==> src/rtl/link_ctl_stat.sv <==
module link_ctl_stat #(
  parameter int BW_NOTIFY = 1,
  parameter int MGMT_AW   = 22,
  parameter int MGMT_SEL  = 21,
  parameter int ST_W      = 4,
  parameter int ST_ACT    = 3,
  parameter int ST_RCV    = 4,
  parameter int ST_CFG    = 2,
  parameter int SPD_RST   = 1,
  parameter int WID_RST   = 4
) (
  input  logic               clk,
  input  logic               rst_n,
  input  logic               sw_wr,
  input  logic [31:0]        sw_wdata,
  output logic [31:0]        sw_rdata,
  input  logic               mgmt_wr,
  input  logic [MGMT_AW-1:0] mgmt_addr,
  input  logic [31:0]        mgmt_wdata,
  input  logic [ST_W-1:0]    trn_state,
  input  logic               ev_train_done,
  input  logic               ev_fix_change,
  input  logic               ev_auto_change,
  input  logic [3:0]         neg_speed,
  input  logic [5:0]         neg_width,
  output logic               retrain_req,
  output logic               disable_req,
  output logic               irq
);

  localparam logic BW_EN = (BW_NOTIFY != 0);

  logic [1:0] pm_ctl;
  logic       cmp_bnd, lnk_off, com_clk, ext_sync, aw_dis;
  logic       bm_ie, ab_ie, slot_clk;
  logic [3:0] spd_q;
  logic [5:0] wid_q;
  logic       pend_q, rtr_live_q, bm_st, ab_st;

  wire in_act   = (trn_state == ST_W'(ST_ACT));
  wire in_train = (trn_state == ST_W'(ST_RCV)) || (trn_state == ST_W'(ST_CFG));
  wire mgmt_hit = mgmt_wr && mgmt_addr[MGMT_SEL];
  wire bm_set   = BW_EN && (ev_fix_change || (ev_train_done && rtr_live_q));
  wire ab_set   = BW_EN && ev_auto_change;

  assign retrain_req = pend_q && in_act;
  assign disable_req = lnk_off;
  assign irq         = (bm_st && bm_ie) || (ab_st && ab_ie);

  always_ff @(posedge clk) begin
    if (!rst_n) begin
      pm_ctl   <= 2'b00;
      lnk_off  <= 1'b0;
      com_clk  <= 1'b0;
      ext_sync <= 1'b0;
      aw_dis   <= 1'b0;
      bm_ie    <= 1'b0;
      ab_ie    <= 1'b0;
    end else if (sw_wr) begin
      pm_ctl   <= sw_wdata[1:0];
      lnk_off  <= sw_wdata[4];
      com_clk  <= sw_wdata[6];
      ext_sync <= sw_wdata[7];
      aw_dis   <= sw_wdata[9];
      bm_ie    <= BW_EN && sw_wdata[10];
      ab_ie    <= BW_EN && sw_wdata[11];
    end
  end

  always_ff @(posedge clk) begin
    if (!rst_n) begin
      cmp_bnd  <= 1'b0;
      slot_clk <= 1'b0;
    end else if (mgmt_hit) begin
      cmp_bnd  <= mgmt_wdata[3];
      slot_clk <= mgmt_wdata[28];
    end
  end

  always_ff @(posedge clk) begin
    if (!rst_n) begin
      spd_q <= 4'(SPD_RST);
      wid_q <= 6'(WID_RST);
    end else begin
      spd_q <= neg_speed;
      wid_q <= neg_width;
    end
  end

  always_ff @(posedge clk) begin
    if (!rst_n) begin
      pend_q     <= 1'b0;
      rtr_live_q <= 1'b0;
    end else begin
      if (sw_wr && sw_wdata[5]) pend_q <= 1'b1;
      else if (retrain_req)     pend_q <= 1'b0;
      if (retrain_req)          rtr_live_q <= 1'b1;
      else if (ev_train_done)   rtr_live_q <= 1'b0;
    end
  end

  always_ff @(posedge clk) begin
    if (!rst_n) begin
      bm_st <= 1'b0;
      ab_st <= 1'b0;
    end else begin
      if (bm_set)                     bm_st <= 1'b1;
      else if (sw_wr && sw_wdata[30]) bm_st <= 1'b0;
      if (ab_set)                     ab_st <= 1'b1;
      else if (sw_wr && sw_wdata[31]) ab_st <= 1'b0;
    end
  end

  always_comb begin
    sw_rdata        = '0;
    sw_rdata[1:0]   = pm_ctl;
    sw_rdata[3]     = cmp_bnd;
    sw_rdata[4]     = lnk_off;
    sw_rdata[6]     = com_clk;
    sw_rdata[7]     = ext_sync;
    sw_rdata[9]     = aw_dis;
    sw_rdata[10]    = bm_ie;
    sw_rdata[11]    = ab_ie;
    sw_rdata[19:16] = spd_q;
    sw_rdata[25:20] = wid_q;
    sw_rdata[27]    = in_train || pend_q;
    sw_rdata[28]    = slot_clk;
    sw_rdata[30]    = bm_st;
    sw_rdata[31]    = ab_st;
  end


  retrain_only_active_chk: assert property (@(posedge clk) disable iff (!rst_n)
    retrain_req |-> trn_state == ST_W'(ST_ACT));


  retrain_single_pulse_chk: assert property (@(posedge clk) disable iff (!rst_n)
    (retrain_req && !(sw_wr && sw_wdata[5])) |=> !retrain_req);


  disable_follows_write_chk: assert property (@(posedge clk) disable iff (!rst_n)
    sw_wr |=> disable_req == $past(sw_wdata[4]));


  status_clear_chk: assert property (@(posedge clk) disable iff (!rst_n)
    (sw_wr && sw_wdata[31] && !ev_auto_change) |=> !sw_rdata[31]);


  auto_irq_chk: assert property (@(posedge clk) disable iff (!rst_n)
    (ev_auto_change && ab_ie && !(sw_wr && !sw_wdata[11])) |=> irq);


  retrain_bit_zero_chk: assert property (@(posedge clk) disable iff (!rst_n)
    !sw_rdata[5]);

endmodule

==> config.mk <==
export PLATFORM = sky130hd
export DESIGN_NAME = link_ctl_stat
export DESIGN_NICKNAME = d
export VERILOG_FILES = /design/src/rtl/link_ctl_stat.sv
export SDC_FILE = /design/constraint.sdc
export NUM_CORES = 1
export LEC_CHECK = 0
export BUFFER_PORTS_ARGS = -buffer_cell sky130_fd_sc_hd__buf_2
export CAP_MARGIN = 20
export CORE_ASPECT_RATIO = 0.7
export CORE_UTILIZATION = 31
export CTS_BUF_LIST = sky130_fd_sc_hd__clkbuf_4 sky130_fd_sc_hd__clkbuf_8
export CTS_CLUSTER_SIZE = 16
export DETAILED_ROUTE_END_ITERATION = 7
export PLACE_DENSITY = 0.82
export SETUP_SLACK_MARGIN = 0.5
export SYNTH_ARGS = -nofsm -noshare
export SYNTH_HDL_FRONTEND = slang
export SYNTH_SLANG_ARGS = --single-unit
==> constraint.sdc <==
create_clock -name clk -period 1.17 [get_ports clk]
set_clock_uncertainty 0.15 [all_clocks]
set_input_delay 0.234 -clock clk [delete_from_list [all_inputs] [get_ports clk]]
set_output_delay 0.234 -clock clk [all_outputs]
set_load 0.01 [all_outputs]
==> impl_metrics.json, run 1 <==
{
  "ir_drop_uv": 630,
  "gp_congestion": 0.653,
  "h-tree-depth": 1,
  "fin_setup_tns_ns": -0.393,
  "avgSynthCellArea_um2": 10.6,
  "cts_made_buffers": 3,
  "layout_common_cells": "34 x buf_2, 30 x buf_6, 22 x dfxtp_2",
  "crit_arrival_ns": 0.94,
  "hpwl_um": 1550,
  "yosys_warnings": 0,
  "die_width_um": 70.1,
  "grt-ovfl-total": 0,
  "use_met1_pct": 15.6,
  "drt_first_iter_violations": 14,
  "clock_path_buffers": 2,
  "grt_first_pass_wirelength_um": 3600,
  "synth-edff-count": 0,
  "holdCritPathClass": "input pin to flip-flop",
  "nets": 262,
  "whs_ns": -0.00724,
  "grt_antenna_before_repair": 0,
  "violations": "hold timing, setup timing",
  "clock-sinks": 24,
  "synthFlopType": "dfxtp_1",
  "path_max_fanout": 2,
  "synth-seq-cells": 24,
  "die_h_um": 49.7,
  "start_util_pct": 34.2,
  "insertion_delay_ns": 0.26,
  "place_ws_ns": -0.0794,
  "yosys.cell_types.count": 27,
  "critPathLaunchType": "flip-flop",
  "final_core_util_pct": 54.8,
  "rows": 16,
  "areaGrowthSynthToFinish_pct": 60.2,
  "layout_commonest_cell": "buf_2",
  "finalWorstSetupSlack_ns": -0.155,
  "max-cap-violations": 0,
  "portBuffers": 60,
  "seq_area_frac_synth_pct": 47.7,
  "clkTransAtPathRegs_ns": 0.08,
  "drc": 0,
  "drive_gt1_share_pct": 67.5,
  "met2_usage_pct": 25.3,
  "finalSetupViolations": 4,
  "cts_tree": "yes",
  "antenna_left": 0,
  "synth_area_um2": 1010,
  "finalWirelength_um": 2300,
  "slew_viol_final": 0,
  "critPathKind": "flip-flop to output port",
  "grt_max_degree": 16,
  "diodes": 0,
  "layout.cells.non_filler": 190,
  "pin_count": 142,
  "via_per_inst": 4.27,
  "clockRootBuffer": "clkbuf_8",
  "fin_crit_ns": 1.33,
  "period_share_pct": 113,
  "filler_cell_count": 243,
  "p_leak_nw": 0.798,
  "reg2reg_slack_ns": 0.15,
  "worst_ep_required_time_ns": 0.79,
  "syn_inst": 95,
  "detail_route.wl_per_cell_um": 12.1,
  "first_global_vias": 773,
  "grtUsageTotal_pct": 13.5,
  "dp.cells": 180,
  "vias": 811,
  "async_flop_share_pct": 0,
  "max_clock_freq_mhz": 755,
  "met3_usage_pct": 2.66,
  "end_kind": "output port",
  "core_um2": 2940,
  "drtPass1Iterations": 2,
  "dieArea_um2": 3480,
  "rsz0062_at_grt": "yes",
  "hold_violations": 1,
  "status": "finished with violations",
  "power_density_nw_per_um2": 1210,
  "grt.busiest_layer": "met2"
}
==> critical path, cell delays in order, from the launching register on <==
cell and delay [ns]:
dfxtp_2 0.33, a22o_1 0.21, buf_2 0.13
==> power breakdown <==
group	switching (mW)	leakage, nW	total [mW]	internal, mW
sequential	0.0321	0.206	0.902	0.869
combinational	0.132	0.556	0.344	0.212
clock	0.256	0.0357	0.713	0.457
total	0.421	0.798	1.96	1.54
==> flip-flops by register name, summed over array words and instances, names as in the netlist <==
name	flops
ab_ie	1
ab_st	1
aw_dis	1
bm_ie	1
bm_st	1
cmp_bnd	1
com_clk	1
disable_req	1
ext_sync	1
pend_q	1
pm_ctl	2
rtr_live_q	1
slot_clk	1
spd_q	4
wid_q	6
==> kinds of logic after synthesis <==
kind of cell	count (synthesis)	synth area share [%]
and+or+nand+nor	26	16.8
muxes	8	7.95
AOI/OAI and AO/OA	13	10.1
other	1	0.372
xor gates and xnor gates	1	0.870
DFF	24	47.7
buffers and inverters	22	16.3
==> through the flow <==
step,power (mW),instance area (um^2)
after global routing,2.06,1610
after global placement,1.15,1280
after floorplan,1.10,1130
after CTS,1.96,1560
after detailed placement,1.16,1280
final,1.96,1610
==> timing repair <==
action                     4_1_cts  5_1_grt
buffers inserted                 3        3
pin swaps                        3        0
hold endpoints to repair         1        1
gates resized for setup         37        8
setup endpoints to repair       48       42
==> Yosys cell counts (2+ instances only) <==
| library cell | count | area share (%) |
|---|---|---|
| mux2i_1 | 8 | 8.0 |
| o21a_1 | 3 | 2.2 |
| dfxtp_1 | 24 | 48 |
| buf_4 | 19 | 14 |
| or2b_1 | 2 | 1.5 |
| nor2b_1 | 7 | 4.3 |
| a21boi_0 | 3 | 2.2 |
| and3_1 | 2 | 1.2 |
| and2_1 | 9 | 5.6 |
==> layout make-up <==
| class | instances | area (um^2) | share of cell area (%) |
|---|---|---|---|
| multi-input combinational | 57 | 417 | 25.8 |
| clock buffer | 3 | 41.3 | 2.56 |
| sequential | 24 | 515 | 31.9 |
| tap | 36 | 45.0 | 2.79 |
| clock inverter | 1 | 30.0 | 1.86 |
| timing repair buffer | 69 | 566 | 35.0 |
==> final timing paths <==
kind | to | startpoint | cells past startpoint
hold / removal | wid_q[2] | neg_width[2] | 2
hold reg to reg | pm_ctl[0] | pm_ctl[0] | 2
setup / recovery | irq | ab_ie | 2
setup reg to reg | aw_dis | aw_dis | 4
==> routing by layer <==
layer  vias up  wire (um)  part of all wire [%]
met1       370        898                    39
met5         -          0                     0
met3         2        104                   4.5
met4         0         21                  0.91
li1        401          -                     -
met2        38       1270                    55
Power figures use the tool's default switching activity.
==> run 2, diff against run 1 <==
--- a/config.mk
+++ b/config.mk
@@ -5,14 +5,15 @@
 export SDC_FILE = /design/constraint.sdc
 export NUM_CORES = 1
 export LEC_CHECK = 0
+export ABC_AREA = 1
 export BUFFER_PORTS_ARGS = -buffer_cell sky130_fd_sc_hd__buf_2
 export CAP_MARGIN = 20
 export CORE_ASPECT_RATIO = 0.7
-export CORE_UTILIZATION = 31
+export CORE_UTILIZATION = 28
 export CTS_BUF_LIST = sky130_fd_sc_hd__clkbuf_4 sky130_fd_sc_hd__clkbuf_8
 export CTS_CLUSTER_SIZE = 16
 export DETAILED_ROUTE_END_ITERATION = 7
-export PLACE_DENSITY = 0.82
+export PLACE_DENSITY = 0.78
 export SETUP_SLACK_MARGIN = 0.5
 export SYNTH_ARGS = -nofsm -noshare
 export SYNTH_HDL_FRONTEND = slang
==> constraint.sdc (replaced) <==
create_clock -name clk -period 1.15 [get_ports clk]
set_clock_uncertainty 0.15 [all_clocks]
set_input_delay 0.23 -clock clk [delete_from_list [all_inputs] [get_ports clk]]
set_output_delay 0.23 -clock clk [all_outputs]
set_load 0.01 [all_outputs]
==> run 2 against run 1 <==
The flow still finishes with violations (hold timing, setup timing). Total power grew 7.3%. Routed wire length grew 8.4%. Sequential power grew 2.9%. Global-route usage shrank 1.4 points.
==> impl_metrics.json, run 2 <==
{
  "clockRootBuffer": "clkbuf_8",
  "cts_tree": "yes",
  "clock_path_buffers": 2,
  "layout.cells.non_filler": 236,
  "finalSetupViolations": 6,
  "ir_drop_uv": 882,
  "synth_top_family_by_area": "buffers and inverters",
  "rsz0062_at_grt": "yes",
  "drive_gt1_share_pct": 75.7,
  "avgSynthCellArea_um2": 8.30,
  "grt-ovfl-total": 0,
  "dp.cells": 218,
  "status": "finished with violations",
  "synth-edff-count": 0,
  "cts_made_buffers": 3,
  "dieArea_um2": 3860,
  "portBuffers": 60,
  "max-cap-violations": 0,
  "gp_congestion": 0.687,
  "synthMuxAreaShare_pct": 0,
  "h-tree-depth": 1,
  "seq_area_frac_synth_pct": 47.5,
  "die_h_um": 52.3,
  "drtPass1Iterations": 2,
  "grt_max_degree": 17,
  "finalWirelength_um": 2490,
  "yosys.area_share.simple_pct": 17.6,
  "synth.most_common_cell": "dfxtp_1",
  "yosys.cell_types.count": 21,
  "critPathKind": "flip-flop to output port",
  "drc": 0,
  "first_global_vias": 791,
  "core_um2": 3300,
  "slew_viol_final": 0,
  "pin_count": 142,
  "fin_setup_tns_ns": -0.567,
  "layout_commonest_cell": "buf_6",
  "diodes": 0,
  "nets": 297,
  "die_width_um": 73.9,
  "critPathLaunchType": "flip-flop",
  "grt_antenna_before_repair": 0,
  "violations": "hold timing, setup timing",
  "top_register": "wid_q",
  "synthFlopType": "dfxtp_1",
  "clkTransAtPathRegs_ns": 0.08,
  "drt_first_iter_violations": 11,
  "reg.largest.list": "wid_q (6), spd_q (4), pm_ctl (2)",
  "async_flop_share_pct": 0,
  "finalWorstSetupSlack_ns": -0.177,
  "synth_xor_area_share_pct": 0.865,
  "clock-sinks": 24,
  "insertion_delay_ns": 0.26,
  "synth.cells.most_frequent": "24 x dfxtp_1, 20 x nor2_1, 19 x buf_4",
  "end_kind": "output port",
  "yosys.area.top_type": "dfxtp_1",
  "hold_violations": 4,
  "synth_compound_gate_area_share_pct": 10.5,
  "areaGrowthSynthToFinish_pct": 74.7,
  "antenna_left": 0,
  "grt_first_pass_wirelength_um": 3420,
  "final_core_util_pct": 53.6,
  "vias": 939,
  "synth_top_area_share_pct": 47.5,
  "synth-seq-cells": 24,
  "start_util_pct": 30.7,
  "max_clock_freq_mhz": 754,
  "detail_route.wl_per_cell_um": 10.6,
  "layout_common_cells": "38 x buf_6, 34 x buf_2, 24 x dfxtp_2",
  "rows": 17,
  "path_max_fanout": 2,
  "power_density_nw_per_um2": 1190,
  "p_leak_nw": 0.889,
  "whs_path_depth": 2,
  "syn_inst": 122,
  "hpwl_um": 1700,
  "holdCritPathClass": "input pin to flip-flop",
  "synth.area.top_cells": "dfxtp_1 47%, buf_4 14%, nor2_1 7.4%",
  "crit_arrival_ns": 0.95,
  "via_per_inst": 3.98,
  "period_share_pct": 115,
  "largest_register_ffs": 6,
  "synth_area_um2": 1010,
  "whs_ns": -0.00287,
  "grtUsageTotal_pct": 12.1,
  "yosys_warnings": 0,
  "worst-r2r-cell-count": 5,
  "worst_ep_required_time_ns": 0.77,
  "synth_adder_area_share_pct": 0,
  "fin_crit_ns": 1.33
}
## run 2: cell count changes in the layout (fill, tap and decap cells not counted), sizes merged, moves of 2 or more
cell,change
mux2i,-8
inv,+13
or2,+3
and2,-9
nor2,+21
o21ai,+9
nand2,+16
o21a,-3
a21oi,+4
and3,-2
buf,+8
a21boi,-4
or2b,-2
nor2b,-7
## run 2: timing repair
item                                   CTS  global route
resized for setup                       36            18
setup endpoints to repair               42            40
pin swaps                               13             5
endpoints found under the hold margin    9             5
setup buffers                            7             7
cloned                                   0             0
## run 2: logic make-up after synthesis
family,Yosys count
xor+xnor,1
other cells,1
compound gates,17
simple gates,43
buf+inv,36
flops,24
## run 2: layout make-up
| cell class | count | area [um^2] |
|---|---|---|
| Fill cell | 298 | 1530 |
| Timing Repair Buffer | 77 | 648 |
| Sequential cell | 24 | 510 |
| Multi-Input combinational cell | 70 | 418 |
| Inverter | 14 | 61.3 |
| Tap cell | 47 | 58.8 |
| Clock buffer | 3 | 41.3 |
| Clock inverter | 1 | 30.0 |
## run 2: final timing paths
check             slack (ns)    endpoint         start
hold reg to reg         0.33  rtr_live_q    rtr_live_q
setup reg to reg        0.09       ab_st         ab_st
hold / removal        -0.003    wid_q[2]  neg_width[2]
setup / recovery       -0.18         irq         ab_ie
## run 2: critical path: stages (launching register included)
cell     delay [ns]
dfxtp_2        0.33
a22o_1         0.22
buf_2          0.13
## run 2: power breakdown
group          internal (mW)  total, mW  switching, mW
combinational          0.257      0.447          0.190
sequential             0.891      0.928         0.0365
clock                  0.465      0.727          0.262
## run 2: per-layer routing
| layer | track usage (%) | up-vias | wire length, um |
|---|---|---|---|
| li1 | - | 477 | - |
| met1 | 13.8 | 417 | 1080 |
| met2 | 22.6 | 43 | 1250 |
| met3 | 4.23 | 2 | 163 |
| met4 | 0.962 | 0 | 4 |
| met5 | 0 | - | 0 |
## run 2: metrics by stage
stage	hold WS (ns)	cell area (um^2)	total power, mW	setup slack (ns)
floorplan	0.172	1190	1.17	0.131
global placement	0.266	1350	1.23	-0.0746
detailed placement	0.269	1350	1.24	-0.0569
CTS	-0.0114	1660	2.08	-0.187
global route	-0.0140	1770	2.20	-0.205
finish	-0.00287	1770	2.10	-0.177
==> run 3, diff against run 2 <==
--- a/config.mk
+++ b/config.mk
@@ -14,7 +14,7 @@
 export CTS_CLUSTER_SIZE = 16
 export DETAILED_ROUTE_END_ITERATION = 7
 export PLACE_DENSITY = 0.78
-export SETUP_SLACK_MARGIN = 0.5
+export SETUP_SLACK_MARGIN = 0.05
 export SYNTH_ARGS = -nofsm -noshare
 export SYNTH_HDL_FRONTEND = slang
 export SYNTH_SLANG_ARGS = --single-unit
==> run 3 against run 2 <==
The run ends with setup timing left. First-iteration DRC count is 130% higher. Global-route usage is 0.13 points higher. Sequential power is 1% lower. Die area stayed put. Total power is 13% lower. Clock power is 22% lower. Routed wire length is 9.4% lower. Clock-buffer cell count is 1 higher.
==> impl_metrics.json, run 3 (synthesized netlist as in run 2, its figures left out) <==
{
  "fin_crit_ns": 1.32,
  "whs_path_depth": 3,
  "drc": 0,
  "drtPass1Iterations": 4,
  "drt_first_iter_violations": 25,
  "cpMaxStageDelayCell": "dfxtp_2",
  "clockRootBuffer": "clkbuf_8",
  "hold_violations": 0,
  "power_density_nw_per_um2": 1180,
  "grt_antenna_before_repair": 0,
  "core_um2": 3300,
  "via_per_inst": 3.88,
  "layout_common_cells": "45 x buf_2, 20 x nor2_1, 16 x nand2_1",
  "detail_route.wl_per_cell_um": 9.69,
  "grt-ovfl-total": 0,
  "vias": 903,
  "worst_ep_required_time_ns": 0.77,
  "drive_gt1_share_pct": 50.0,
  "period_share_pct": 114,
  "final_core_util_pct": 47.0,
  "met3_usage_pct": 4.62,
  "fin_setup_tns_ns": -0.442,
  "fin_area_um2": 1550,
  "pin_count": 142,
  "reg2reg_slack_ns": 0.27,
  "diodes": 0,
  "max_clock_freq_mhz": 760,
  "cts_tree": "yes",
  "path_max_fanout": 2,
  "die_h_um": 52.3,
  "filler_cell_count": 325,
  "grtUsageTotal_pct": 12.2,
  "place_area_um2": 1260,
  "finalSetupViolations": 4,
  "ir_drop_uv": 500,
  "cts_made_buffers": 3,
  "clock_path_buffers": 2,
  "hpwl_um": 1600,
  "rows": 17,
  "met2_usage_pct": 21.1,
  "status": "finished with violations",
  "die_width_um": 73.9,
  "clkTransAtPathRegs_ns": 0.08,
  "top_register": "wid_q",
  "crit_chain": "a22o_1 > buf_2",
  "use_met1_pct": 14.4,
  "holdCritPathClass": "input pin to flip-flop",
  "clock-sinks": 24,
  "grt_first_pass_wirelength_um": 3500,
  "violations": "setup timing",
  "power_mw": 1.84,
  "reg.largest.list": "wid_q (6), spd_q (4), pm_ctl (2)",
  "largest_register_ffs": 6,
  "nets": 294,
  "crit_arrival_ns": 0.94,
  "rsz0062_at_grt": "yes",
  "grt_max_degree": 14,
  "max-cap-violations": 0,
  "layout_commonest_cell": "buf_2",
  "h-tree-depth": 1,
  "finalWirelength_um": 2260,
  "finalWorstSetupSlack_ns": -0.166,
  "portBuffers": 60,
  "critPathKind": "flip-flop to output port",
  "first_global_vias": 827,
  "gp_congestion": 0.639,
  "start_util_pct": 30.7,
  "dieArea_um2": 3860,
  "cpPeakStageDelay_ns": 0.33,
  "end_kind": "output port",
  "worst-r2r-cell-count": 3,
  "areaGrowthSynthToFinish_pct": 53.0,
  "grt.busiest_layer": "met2",
  "critPathLaunchType": "flip-flop",
  "slew_viol_final": 0,
  "insertion_delay_ns": 0.26,
  "antenna_left": 0,
  "p_leak_nw": 0.827
}
[run 3: area by class of cell]
cell class / count / area [um^2] / share of cell area (%)
Multi-Input combinational cell: 70 / 332 / 21.4
Timing Repair Buffer: 74 / 547 / 35.3
Inverter: 14 / 55.1 / 3.55
Sequential cell: 24 / 502 / 32.4
Clock buffer: 4 / 55.1 / 3.55
Tap cell: 47 / 58.8 / 3.80
[run 3: what timing repair did]
item,CTS,global route
setup buffers,3,0
resized for setup,27,5
hold buffers,9,0
endpoints found under the setup margin,16,26
pin swaps,2,0
endpoints found under the hold margin,9,0
[run 3: final timing paths]
check / from / endpoint
min: neg_speed[2] / spd_q[2]
max reg2reg: ab_st / ab_st
max: ab_st / irq
min reg2reg: rtr_live_q / rtr_live_q
[run 3: stage by stage]
| step | worst slack (ns) | hold slack (ns) | instances |
|---|---|---|---|
| after floorplan | 0.115 | 0.178 | 130 |
| after global placement | -0.0695 | 0.261 | 217 |
| after detailed placement | -0.0606 | 0.266 | 217 |
| after CTS | -0.173 | 0.000471 | 233 |
| after global routing | -0.198 | 0.0197 | 233 |
| final | -0.166 | 0.00671 | 233 |
[run 3: worst max-delay path, delay by kind of cell, from the launching register on]
kind	cells	cell delay, ns
AO/OA/AOI/OAI	1	0.21
buffers and inverters	1	0.13
flip-flops	1	0.33
[run 3: per-layer routing]
metal	routed length, um	vias up
met5	0	-
met4	17	0
met3	137	2
met2	1090	44
met1	1010	390
li1	-	467
[run 3: power by group]
group	internal, mW	switching (mW)	total, mW
Combinational	0.195	0.153	0.348
Clock	0.305	0.265	0.570
Sequential	0.887	0.0303	0.917
Total	1.39	0.448	1.84
